$ cat src/rtl/sdram_init_pkg.sv
package sdram_init_pkg;

  typedef enum logic [2:0] {
    MODE_NORMAL = 3'd0,
    MODE_NOP    = 3'd1,
    MODE_PRE    = 3'd2,
    MODE_MRS    = 3'd3,
    MODE_CBR    = 3'd4
  } mode_e;

  typedef enum logic [1:0] {
    ST_IDLE,
    ST_WAIT,
    ST_ISSUE,
    ST_DONE
  } state_e;

  localparam logic [3:0] PINS_DESEL = 4'b1111;
  localparam logic [3:0] PINS_NOP   = 4'b0111;
  localparam logic [3:0] PINS_PRE   = 4'b0010;
  localparam logic [3:0] PINS_CBR   = 4'b0001;
  localparam logic [3:0] PINS_MRS   = 4'b0000;

  function automatic int max2(input int a, input int b);
    return (a > b) ? a : b;
  endfunction

  // [11:10]=0, [9]=write mode, [8:7]=0, [6:4]=latency, [3]=type, [2:0]=length
  function automatic logic [11:0] mode_word(input logic       cl3,
                                            input logic [2:0] blen,
                                            input logic       btype,
                                            input logic       wsingle);
    return {2'b00, wsingle, 2'b00, (cl3 ? 3'b011 : 3'b010), btype, blen};
  endfunction

endpackage

$ cat src/rtl/sdram_init_wait_cnt.sv
module sdram_init_wait_cnt #(
  parameter int CNT_W = 8
) (
  input  logic             clk_i,
  input  logic             rst_ni,
  input  logic             load_i,
  input  logic [CNT_W-1:0] load_val_i,
  output logic             zero_o
);
  logic [CNT_W-1:0] cnt_q;

  always_ff @(posedge clk_i or negedge rst_ni) begin
    if (!rst_ni)           cnt_q <= '0;
    else if (load_i)       cnt_q <= load_val_i;
    else if (cnt_q != '0)  cnt_q <= cnt_q - 1'b1;
  end

  assign zero_o = (cnt_q == '0);
endmodule

$ cat src/rtl/sdram_init_cmd_enc.sv
module sdram_init_cmd_enc
  import sdram_init_pkg::*;
#(
  parameter int         ROWS    = 8,
  parameter int         ADDR_W  = 15,
  parameter logic [2:0] BLEN    = 3'b010,
  parameter logic       BTYPE   = 1'b1,
  parameter logic       WSINGLE = 1'b0,
  localparam int        ROW_W   = (ROWS > 1) ? $clog2(ROWS) : 1
) (
  input  logic              issue_i,
  input  mode_e             phase_i,
  input  logic [ROW_W-1:0]  row_idx_i,
  input  logic [ROWS-1:0]   row_pop_i,
  input  logic              cl3_i,
  output logic [3:0]        pins_o,
  output logic [ADDR_W-1:0] addr_o,
  output logic [ROWS-1:0]   row_sel_o
);
  logic              hit;
  logic [ADDR_W-1:0] mrs_addr;

  assign hit      = issue_i && row_pop_i[row_idx_i];
  assign mrs_addr = ADDR_W'({mode_word(cl3_i, BLEN, BTYPE, WSINGLE), 3'b000});

  always_comb begin
    for (int r = 0; r < ROWS; r++) begin
      row_sel_o[r] = hit && (row_idx_i == ROW_W'(r));
    end
  end

  always_comb begin
    pins_o = PINS_DESEL;
    addr_o = '0;
    if (hit) begin
      case (phase_i)
        MODE_NOP: pins_o = PINS_NOP;
        MODE_PRE: begin
          pins_o = PINS_PRE;
          addr_o = ADDR_W'(1) << 10;
        end
        MODE_CBR: pins_o = PINS_CBR;
        MODE_MRS: begin
          pins_o = PINS_MRS;
          addr_o = mrs_addr;
        end
        default:  pins_o = PINS_DESEL;
      endcase
    end
  end
endmodule

$ cat src/rtl/sdram_init_seq.sv
module sdram_init_seq
  import sdram_init_pkg::*;
#(
  parameter int         ROWS      = 8,
  parameter int         ADDR_W    = 15,
  parameter int         PWR_WAIT  = 13334,
  parameter int         NOP_WAIT  = 200,
  parameter int         TRP_WAIT  = 3,
  parameter int         TRC_WAIT  = 9,
  parameter int         MRS_WAIT  = 2,
  parameter int         CBR_COUNT = 8,
  parameter logic [2:0] BLEN      = 3'b010,
  parameter logic       BTYPE     = 1'b1,
  parameter logic       WSINGLE   = 1'b0
) (
  input  logic              clk_i,
  input  logic              rst_ni,
  input  logic              start_i,
  input  logic              cas3_i,
  input  logic [ROWS-1:0]   row_pop_i,
  output logic              cs_n_o,
  output logic              ras_n_o,
  output logic              cas_n_o,
  output logic              we_n_o,
  output logic [ADDR_W-1:0] addr_o,
  output logic [ROWS-1:0]   row_sel_o,
  output logic [2:0]        mode_o,
  output logic              done_o,
  output logic              refresh_en_o
);
  localparam int ROW_W    = (ROWS > 1) ? $clog2(ROWS) : 1;
  localparam int MAX_WAIT = max2(max2(max2(PWR_WAIT, NOP_WAIT), max2(TRP_WAIT, TRC_WAIT)), MRS_WAIT);
  localparam int CNT_W    = $clog2(MAX_WAIT + 1);
  localparam int CBR_W    = (CBR_COUNT > 1) ? $clog2(CBR_COUNT) : 1;

  state_e           state_q;
  mode_e            phase_q;
  logic             pwr_q;
  logic             refresh_q;
  logic             cl3_q;
  logic [ROWS-1:0]  pop_q;
  logic [ROW_W-1:0] row_idx_q;
  logic [CBR_W-1:0] cbr_left_q;
  logic             last_row;
  logic             wait_zero;
  logic             wait_load;
  logic [CNT_W-1:0] wait_val;
  logic [3:0]       pins;

  assign last_row = (row_idx_q == ROW_W'(ROWS - 1));

  always_comb begin
    wait_load = 1'b0;
    wait_val  = '0;
    if (state_q == ST_IDLE && start_i) begin
      wait_load = 1'b1;
      wait_val  = CNT_W'(PWR_WAIT - 1);
    end else if (state_q == ST_ISSUE && last_row) begin
      wait_load = 1'b1;
      case (phase_q)
        MODE_NOP: wait_val = CNT_W'(NOP_WAIT - 1);
        MODE_PRE: wait_val = CNT_W'(TRP_WAIT - 1);
        MODE_CBR: wait_val = CNT_W'(TRC_WAIT - 1);
        default:  wait_val = CNT_W'(MRS_WAIT - 1);
      endcase
    end
  end

  sdram_init_wait_cnt #(.CNT_W(CNT_W)) u_wait (
    .clk_i      (clk_i),
    .rst_ni     (rst_ni),
    .load_i     (wait_load),
    .load_val_i (wait_val),
    .zero_o     (wait_zero)
  );

  always_ff @(posedge clk_i or negedge rst_ni) begin
    if (!rst_ni) begin
      state_q    <= ST_IDLE;
      phase_q    <= MODE_NOP;
      pwr_q      <= 1'b0;
      refresh_q  <= 1'b0;
      cl3_q      <= 1'b0;
      pop_q      <= '0;
      row_idx_q  <= '0;
      cbr_left_q <= '0;
    end else begin
      case (state_q)
        ST_IDLE: if (start_i) begin
          state_q <= ST_WAIT;
          pwr_q   <= 1'b1;
          cl3_q   <= cas3_i;
          pop_q   <= row_pop_i;
        end
        ST_WAIT: if (wait_zero) begin
          row_idx_q <= '0;
          state_q   <= ST_ISSUE;
          if (pwr_q) begin
            pwr_q <= 1'b0;
          end else begin
            case (phase_q)
              MODE_NOP: phase_q <= MODE_PRE;
              MODE_PRE: begin
                phase_q    <= MODE_CBR;
                cbr_left_q <= CBR_W'(CBR_COUNT - 1);
              end
              MODE_CBR: begin
                if (cbr_left_q == '0) phase_q <= MODE_MRS;
                else                  cbr_left_q <= cbr_left_q - 1'b1;
              end
              default: begin
                state_q   <= ST_DONE;
                phase_q   <= MODE_NORMAL;
                refresh_q <= 1'b1;
              end
            endcase
          end
        end
        ST_ISSUE: begin
          row_idx_q <= row_idx_q + 1'b1;
          if (last_row) state_q <= ST_WAIT;
        end
        default: state_q <= ST_DONE;
      endcase
    end
  end

  sdram_init_cmd_enc #(
    .ROWS(ROWS), .ADDR_W(ADDR_W), .BLEN(BLEN), .BTYPE(BTYPE), .WSINGLE(WSINGLE)
  ) u_enc (
    .issue_i   (state_q == ST_ISSUE),
    .phase_i   (phase_q),
    .row_idx_i (row_idx_q),
    .row_pop_i (pop_q),
    .cl3_i     (cl3_q),
    .pins_o    (pins),
    .addr_o    (addr_o),
    .row_sel_o (row_sel_o)
  );

  assign {cs_n_o, ras_n_o, cas_n_o, we_n_o} = pins;
  assign mode_o       = phase_q;
  assign done_o       = (state_q == ST_DONE);
  assign refresh_en_o = refresh_q;
endmodule

$ cat config.mk
export PLATFORM = sky130hd
export DESIGN_NAME = sdram_init_seq
export DESIGN_NICKNAME = d
export VERILOG_FILES = /design/src/rtl/sdram_init_pkg.sv /design/src/rtl/sdram_init_wait_cnt.sv /design/src/rtl/sdram_init_cmd_enc.sv /design/src/rtl/sdram_init_seq.sv
export SDC_FILE = /design/constraint.sdc
export NUM_CORES = 1
export LEC_CHECK = 0
export BUFFER_PORTS_ARGS = -buffer_cell sky130_fd_sc_hd__buf_2
export CORE_MARGIN = 8
export CORE_UTILIZATION = 45
export DETAILED_ROUTE_END_ITERATION = 10
export GPL_TIMING_DRIVEN = 0
export PLACE_DENSITY = 0.69
export SKIP_LAST_GASP = 1
export SLEW_MARGIN = 20
export SYNTH_ARGS = -nofsm -noshare
export SYNTH_HDL_FRONTEND = slang
export SYNTH_SLANG_ARGS = --single-unit
$ cat constraint.sdc
create_clock -name clk_i -period 6 [get_ports clk_i]
set_input_delay 1.5 -clock clk_i [delete_from_list [all_inputs] [get_ports clk_i]]
set_output_delay 1.5 -clock clk_i [all_outputs]
set_load 0.1 [all_outputs]
==> impl_metrics.ini <==
[yosys]
synth_most_common_cell = nand2_1
synthTopCellsByCount = nand2_1, dfrtp_1, nor2_1
synth-edff-count = 0
yosys-top-cells-area = dfrtp_1, nand2_1, ha_1
synth_area_um2 = 2240
synth_cell_types = 53
avgSynthCellArea_um2 = 8.88
ys_seq_area_share_pct = 40.3
yosys.area.top_type = dfrtp_1
async_reset_ff_share_pct = 100
synthCells = 252
synth_top_area_share_pct = 39.1
ys_warn_count = 0
synthFlopType = dfrtp_1
synth-seq-cells = 36

[placement]
io_buffers = 33
hpwl_um = 3850
dp_cells = 361
place_congestion = 0.799

[sta]
finalSetupViolations = 0
fin_setup_tns_ns = 0
timing.final.hold_violations = 0
clock.fmax_mhz = 249
worst_pin_slew_ns = 0.807
fin_skew_ns = 0.00795
period_minus_slack_ns = 4.01
final_max_slew_viol_count = 0
relSlewSlack_pct = 46.2
rsz0062_at_grt = false
min_period_over_period_pct = 66.9

[finish]
finalNonFillerCells = 369
drive_gt1_share_pct = 21.9
n_fill_cell = 478
antenna_cells = 0
nets = 322
area_delta_synth_final_pct = 16.7

[run_status]
outcome = completed

[clocking]
cts_tree = yes
clk_pin_slew_ns = 0.08
cts_buffer_depth = 2
cts_sinks = 36
cts_hold_buf = 0
cts_resized = 0
cts_buffers = 5
h-tree-depth = 2
clk_latency_ns = 0.29
cts_setup_buffers = 0
ctsRootBufferMaster = clkbuf_8

[global_route]
antenna_found_initial = 0
grt_use_total_pct = 14.8
grt_pass1_wl_um = 8980
grt_max_degree = 37
grt_overflow_total = 0
grt_pass1_vias = 1949

[worst_setup_path]
crit_arrival_ns = 2.51
cp_slowest_cell = mux4_2
critPathTopFamily = multiplexers
crit_buf_inv = 2
worst-endpoint-required_ns = 4.50
cp-end-kind = primary output
slowest_delay_ns = 0.58
worst-path-max-fanout = 8
startpoint_type = register
crit_chain = mux4_2, mux2i_1, nor2_1, and3_1, buf_4, buf_2
critPathKind = register to primary output

[die]
die_h_um = 86.5
coreArea_um2 = 4750
io_pins = 44
rows = 25
dieArea_um2 = 7480
die_w_um = 86.5
initial_core_util_pct = 47.1

[power]
power_density_nw_per_um2 = 273
p_leak_nw = 1.25
ir_drop_mv = 0.149

[routing]
wl_per_cell_um = 14.1
viasPerCell = 5.14
postRouteAntennaNets = 0
route.detailed.drc = 0
drt_wl_total_um = 5220
num_vias = 1895
first_pass_iters = 4
drtIter0Drc = 113

[min_path]
min_path_type = register to register

[run]
maxCapViolations = 0
metrics by stage:
stage	power (mW)	instance area (um2)	util [%]	setup WS (ns)	hold WS, ns
2_1_floorplan	0.487	2270	-	0.318	0.440
3_3_place_gp	0.525	2520	53.0	2.33	0.448
3_5_place_dp	0.534	2520	53.0	2.29	0.456
4_1_cts	0.719	2610	54.9	1.97	0.485
5_1_grt	0.757	2610	54.9	1.85	0.508
6_report	0.713	2610	54.9	1.99	0.481
path summary, 6_finish.rpt:
check,to,cells past startpoint,slack (ns),from
max in group asynchronous,pop_q[5]$_DFFE_PN0P_,1,4.20,rst_ni
hold / removal,pop_q[0]$_DFFE_PN0P_,2,0.48,pop_q[0]$_DFFE_PN0P_
setup / recovery,addr_o[8],6,1.99,row_idx_q[0]$_DFFE_PN0P_
setup reg to reg,u_wait.cnt_q[6]$_DFFE_PN0P_,7,3.70,row_idx_q[0]$_DFFE_PN0P_
hold reg to reg,pop_q[0]$_DFFE_PN0P_,2,0.48,pop_q[0]$_DFFE_PN0P_
min in group asynchronous,row_idx_q[2]$_DFFE_PN0P_,1,1.30,rst_ni
state kept, by name, summed over array words and instances (netlist names):
register	cells
state_q	2
cl3_q	1
mode_o	3
refresh_en_o	1
pop_q	8
row_idx_q	3
u_wait.cnt_q	14
cbr_left_q	3
pwr_q	1
per-layer routing:
layer  vias to the layer above  GRT usage [%]  share of wire (%)
met5                         -              0                  0
met3                         4           4.63                5.2
met1                       905           18.4                 48
li1                        950              -                  -
met2                        36           23.8                 46
met4                         0           4.54               0.59
placed cells by master, fill, tap and decap left out, drive strengths merged, types with 5 or more instances in the layout:
cell    netlist  layout
a21oi         9       9
and2          7       7
buf          13      46
clkbuf        7      15
conb          1      10
dfrtp        35      35
ha            9       9
inv          10      10
mux2          5       5
nand2        44      44
nand2b        7       7
nor2         19      19
nor3          6       6
nor4          7       7
o21ai        13      13
or3           5       5
kinds of logic (layout without fill, tap and decap cells):
family	count (synthesis)	after routing	share of synthesized area, %
fa+ha+maj	9	9	5.03
other cells	1	10	0.168
simple gates	120	120	27.3
xor+xnor	4	4	1.57
buf+inv	31	72	8.00
flops	36	36	40.3
mux	11	11	6.32
compound gates	40	40	11.2
power by group:
group / internal (mW) / total, mW / leakage (nW) / switching (mW)
registers: 0.292 / 0.346 / 0.449 / 0.0542
logic: 0.0794 / 0.186 / 0.759 / 0.107
clock network: 0.0937 / 0.180 / 0.0455 / 0.0865
area by class of cell:
| type | count | area (um2) | share of cell area (%) |
|---|---|---|---|
| multi-input combinational | 194 | 1190 | 45.6 |
| sequential | 36 | 902 | 34.6 |
| timing repair buffer | 33 | 165 | 6.33 |
| buffer | 20 | 138 | 5.27 |
| clock buffer | 8 | 90.1 | 3.45 |
| tap | 67 | 83.8 | 3.21 |
| inverter | 11 | 41.3 | 1.58 |
worst reg2reg max path: stages (launching register included):
cell      delay, ns
dfrtp_1        0.49
ha_1           0.28
ha_1           0.23
and3b_1        0.20
clkbuf_8       0.16
nor2_1         0.50
nand2_1        0.13
o21ai_0        0.21
Note: power is estimated with default switching activity, not from simulation.
